`src/rtl/xcvr_pkg.sv`:
```
package xcvr_pkg;

    typedef enum logic [1:0] {
        PS_DISABLED    = 2'd0,
        PS_TRANSPARENT = 2'd1,
        PS_HOLD        = 2'd2
    } path_state_t;

    // Next state of one direction from its active-low controls.
    function automatic path_state_t path_next(input logic en_n, input logic le_n);
        path_state_t nxt;
        if (en_n)
            nxt = PS_DISABLED;
        else if (!le_n)
            nxt = PS_TRANSPARENT;
        else
            nxt = PS_HOLD;
        return nxt;
    endfunction

endpackage

```
`src/rtl/xcvr_path_ctl.sv`:
```
module xcvr_path_ctl
    import xcvr_pkg::*;
(
    input  logic clk,
    input  logic rst,
    input  logic en_n,
    input  logic le_n,
    input  logic oe_n,
    output logic load,
    output logic drive
);

    path_state_t state_q;
    path_state_t state_d;
    logic        oe_n_q;

    always_comb begin
        state_d = path_next(en_n, le_n);
        load    = !rst && (state_d == PS_TRANSPARENT);
    end

    // State register
    always_ff @(posedge clk) begin
        if (rst) begin
            state_q <= PS_DISABLED;
            oe_n_q  <= 1'b1;
        end else begin
            state_q <= state_d;
            oe_n_q  <= oe_n;
        end
    end

    // Output decode
    always_comb begin
        unique case (state_q)
            PS_DISABLED:    drive = 1'b0;
            PS_TRANSPARENT: drive = !oe_n_q;
            PS_HOLD:        drive = !oe_n_q;
            default:        drive = 1'b0;
        endcase
    end

endmodule

```
`src/rtl/xcvr_bank.sv`:
```
module xcvr_bank #(
    parameter int WIDTH  = 8,
    parameter bit INVERT = 1'b0
) (
    input  logic             clk,
    input  logic             rst,
    input  logic             load,
    input  logic [WIDTH-1:0] din,
    output logic [WIDTH-1:0] dout
);

    logic [WIDTH-1:0] store_q;

    always_ff @(posedge clk) begin
        if (rst)
            store_q <= '0;
        else if (load)
            store_q <= din;
    end

    generate
        if (INVERT) begin : g_inv
            assign dout = ~store_q;
        end else begin : g_pass
            assign dout = store_q;
        end
    endgenerate

endmodule

```
`src/rtl/bidir_latch_xcvr.sv`:
```
module bidir_latch_xcvr #(
    parameter int WIDTH  = 8,
    parameter bit INVERT = 1'b0
) (
    input  logic             clk,
    input  logic             rst,
    input  logic [WIDTH-1:0] a_in,
    input  logic [WIDTH-1:0] b_in,
    input  logic             ab_en_n,
    input  logic             ab_le_n,
    input  logic             ab_oe_n,
    input  logic             ba_en_n,
    input  logic             ba_le_n,
    input  logic             ba_oe_n,
    output logic [WIDTH-1:0] a_out,
    output logic             a_drive,
    output logic [WIDTH-1:0] b_out,
    output logic             b_drive
);

    logic ab_load;
    logic ba_load;

    xcvr_path_ctl u_ab_ctl (
        .clk   (clk),
        .rst   (rst),
        .en_n  (ab_en_n),
        .le_n  (ab_le_n),
        .oe_n  (ab_oe_n),
        .load  (ab_load),
        .drive (b_drive)
    );

    xcvr_bank #(.WIDTH(WIDTH), .INVERT(INVERT)) u_ab_bank (
        .clk  (clk),
        .rst  (rst),
        .load (ab_load),
        .din  (a_in),
        .dout (b_out)
    );

    xcvr_path_ctl u_ba_ctl (
        .clk   (clk),
        .rst   (rst),
        .en_n  (ba_en_n),
        .le_n  (ba_le_n),
        .oe_n  (ba_oe_n),
        .load  (ba_load),
        .drive (a_drive)
    );

    xcvr_bank #(.WIDTH(WIDTH), .INVERT(INVERT)) u_ba_bank (
        .clk  (clk),
        .rst  (rst),
        .load (ba_load),
        .din  (b_in),
        .dout (a_out)
    );

endmodule

```
`config.mk`:
```
export PLATFORM = sky130hd
export DESIGN_NAME = bidir_latch_xcvr
export DESIGN_NICKNAME = d
export VERILOG_FILES = /design/src/rtl/xcvr_pkg.sv /design/src/rtl/xcvr_path_ctl.sv /design/src/rtl/xcvr_bank.sv /design/src/rtl/bidir_latch_xcvr.sv
export SDC_FILE = /design/constraint.sdc
export NUM_CORES = 1
export LEC_CHECK = 0
export BUFFER_PORTS_ARGS = -buffer_cell sky130_fd_sc_hd__buf_2
export CORE_MARGIN = 4
export CORE_UTILIZATION = 39
export DETAILED_ROUTE_END_ITERATION = 7
export GPL_TIMING_DRIVEN = 0
export MAX_ROUTING_LAYER = met4
export PLACE_DENSITY = 0.79
export SYNTH_ARGS = -nofsm -noshare
export SYNTH_HDL_FRONTEND = slang
export SYNTH_SLANG_ARGS = --single-unit
export TNS_END_PERCENT = 10
```
`constraint.sdc`:
```
create_clock -name clk -period 0.8 [get_ports clk]
set_input_delay 0 -clock clk [delete_from_list [all_inputs] [get_ports clk]]
set_output_delay 0 -clock clk [all_outputs]
set_load 0.01 [all_outputs]
```
==> impl_metrics.json <==
{
  "status": "finished, violations left",
  "failed_checks": "negative setup slack",
  "finalCoreUtilization": 0.579,
  "worstMarginPinSlew_ns": 0.446,
  "cts_buffers": 3,
  "cts_setup_buffers": 0,
  "p_leak_nw": 0.507,
  "postSynthCellCount": 86,
  "synth-compound-area-share": 0.193,
  "path_clk_slew_ns": 0.11,
  "via_per_inst": 5.01,
  "yosys.area_share.simple": 0.223,
  "synth_nets": 110,
  "layout-drive-gt1-share": 0.489,
  "antenna_found_initial": 0,
  "worst-endpoint-arrival_ns": 0.95,
  "clk_latency_ns": 0.30,
  "crit_path_cell_trace": "xnor2_1 > nor2_1 > buf_2",
  "design_area_um2": 1160,
  "synthMuxAreaShare": 0,
  "p_per_area_nw_per_um2": 1660,
  "yosysTopAreaCell": "dfxtp_1",
  "clkSinkCount": 22,
  "ys_seq_area_frac": 0.530,
  "cap_violations": 0,
  "synth_fa_ha_area_frac": 0,
  "io_pins": 42,
  "setup_viol": 2,
  "ys_top_cells_by_area": "dfxtp_1, or3b_1, a21oi_1",
  "place_ws_ns": 0.0130,
  "min_path_type": "in2reg",
  "syn_area_um2": 831,
  "critPathKind": "reg2out",
  "syn2layout_area_growth_pct": 39.6,
  "grt_pass1_wl_mm": 3.11,
  "drc_errors": 0,
  "finalCritPeriodShare": 1.19,
  "crit_path_end_kind": "output pin",
  "wl_per_cell_um": 13.0,
  "reg2reg_slack_ns": 0.08,
  "cts_hold_buf": 3,
  "yosysTopAreaCellShare": 0.530,
  "cts_htree_levels": 1,
  "cts-root-buf": "clkbuf_4",
  "avgSynthCellArea_um2": 9.66,
  "dp_cells": 154,
  "cts_tree": "built",
  "fmax_ghz": 1.05,
  "rsz0062_at_grt": "true",
  "design.die.area_um2": 2930,
  "synth_top_family_by_area": "simple AND/OR/NAND/NOR gates",
  "skew_ns": 0,
  "port_buffers": 41,
  "drt_iter0_markers": 19,
  "slowest_stage": "dfxtp_1",
  "grt_use_total": 0.152,
  "antenna-diode-count": 0,
  "grt-ovfl-total": 0,
  "core_um2": 2000,
  "drt_first_pass_iters": 4,
  "hold_viol_final": 0,
  "num_vias": 801,
  "yosysWarnings": 0,
  "slew_viol_final": 0,
  "fp-row-count": 16,
  "die_w_um": 54.2,
  "totalWireLength_mm": 2.07,
  "holdPathEnd": "u_ab_bank.dout[3]$_SDFFE_PP0P_",
  "place_area_um2": 1070,
  "grt_max_degree": 12,
  "synthXorXnorAreaFrac": 0.0211,
  "fin_ws_ns": -0.149,
  "r2r_end": "u_ab_bank.dout[0]$_SDFFE_PP0P_",
  "r2r_start": "u_ab_bank.dout[0]$_SDFFE_PP0P_",
  "hpwl_mm": 1.50,
  "slew_headroom": 0.703,
  "peakVddDrop_mv": 1.15,
  "ys_ff_latch": 22,
  "r2r_cells": 2,
  "synthDistinctLibCells": 12,
  "slowest_delay_ns": 0.32,
  "worstPathMaxFanout": 1,
  "report.power.total_w": 0.00193,
  "globalplace.congestion": 0.677,
  "crit_path_start_kind": "flop",
  "required_ns": 0.80,
  "hold_depth": 3,
  "dieHeight_um": 54.2,
  "final_cells": 160,
  "min_period_ns": 0.949,
  "finalNetCount": 159,
  "ant_nets": 0,
  "cts_buffer_depth": 2,
  "min_from": "a_in[3]",
  "initial_utilization": 0.415,
  "first_global_vias": 740
}
## cells in the mapped netlist
cell type / n
dfxtp_1: 22
a21oi_1: 16
o21ai_0: 16
or3b_1: 16
buf_2: 3
clkbuf_1: 2
nor2_1: 2
nor3_1: 2
nor3b_1: 2
or2_2: 2
xnor2_1: 2
clkbuf_2: 1
## metrics by stage
stage	hold slack (ns)	TNS, ns
2_1_floorplan	0.104	0
3_3_place_gp	0.187	0
3_5_place_dp	0.190	0
4_1_cts	0.00891	-0.305
5_1_grt	0.00143	-0.415
6_report	0.00890	-0.282
## how the worst max path moves through the flow
stage / slack (ns) / depth (start not counted) / to / startpoint
after detailed placement: 0.01 / 4 / u_ab_bank.dout[2]$_SDFFE_PP0P_ / ab_le_n
after CTS: -0.16 / 3 / b_drive / u_ab_ctl.state_q[1]$_SDFF_PP0_
after floorplan: 0.17 / 2 / u_ab_bank.dout[7]$_SDFFE_PP0P_ / u_ab_bank.dout[7]$_SDFFE_PP0P_
final: -0.15 / 3 / b_drive / u_ab_ctl.state_q[0]$_SDFF_PP0_
after global placement: 0.1 / 4 / u_ab_bank.dout[6]$_SDFFE_PP0P_ / ab_le_n
after global routing: -0.23 / 3 / b_drive / u_ab_ctl.state_q[0]$_SDFF_PP0_
## kinds of logic (layout without fill, tap and decap cells)
family,count (synthesis),count (layout)
AOI/OAI and AO/OA,32,32
and+or+nand+nor,24,24
DFF,22,22
buffers and inverters,6,53
xor gates and xnor gates,2,2
## registers in the layout, indices dropped and copies added (netlist names)
signal and cells:
u_ba_bank.dout 8, u_ab_ctl.oe_n_q 1, u_ba_ctl.oe_n_q 1, u_ba_ctl.state_q 2, u_ab_ctl.state_q 2, u_ab_bank.dout 8
## cells in the final DEF, fill, tap and decap left out
cell and count:
a21oi_1 16, buf_2 41, buf_6 3, clkbuf_1 2, clkbuf_2 1, clkbuf_4 3
dfxtp_1 7, dfxtp_2 15, dlygate4sd3_1 3, nor2_1 2, nor3_1 2, nor3b_1 2
o21ai_0 16, or2_2 2, or3b_1 16, xnor2_1 2
## cell type report
| class | instances | area (um^2) |
|---|---|---|
| Buffer | 6 | 27.5 |
| Clock buffer | 3 | 22.5 |
| Fill cell | 188 | 842 |
| Multi-Input combinational cell | 58 | 363 |
| Sequential cell | 22 | 459 |
| Tap cell | 27 | 33.8 |
| Timing Repair Buffer | 44 | 254 |
## what timing repair did
item	CTS	global route
cloned	0	0
endpoints found under the setup margin	2	17
pin swaps	0	1
gates resized for setup	0	18
endpoints found under the hold margin	2	1
## per-layer routing
metal	vias to the layer above	routed length [um]	track usage
li1	405	-	-
met1	374	816	0.155
met2	20	1140	0.281
met3	2	100	0.0416
met4	0	17	0.0415
met5	-	0	-
## worst max-delay path, delay by kind of cell (launching register included)
| family | cells | cell delay (ns) |
|---|---|---|
| xor+xnor | 1 | 0.15 |
| buf+inv | 1 | 0.13 |
| flops | 1 | 0.32 |
| simple gates | 1 | 0.05 |
## power by group
group	switching [W]	total (W)	internal [W]
clock network	0.000300	0.000475	0.000176
logic	0.000136	0.000278	0.000142
registers	0.0000218	0.00117	0.00115
total	0.000457	0.00193	0.00147
Note: power is estimated with default switching activity, not from simulation.
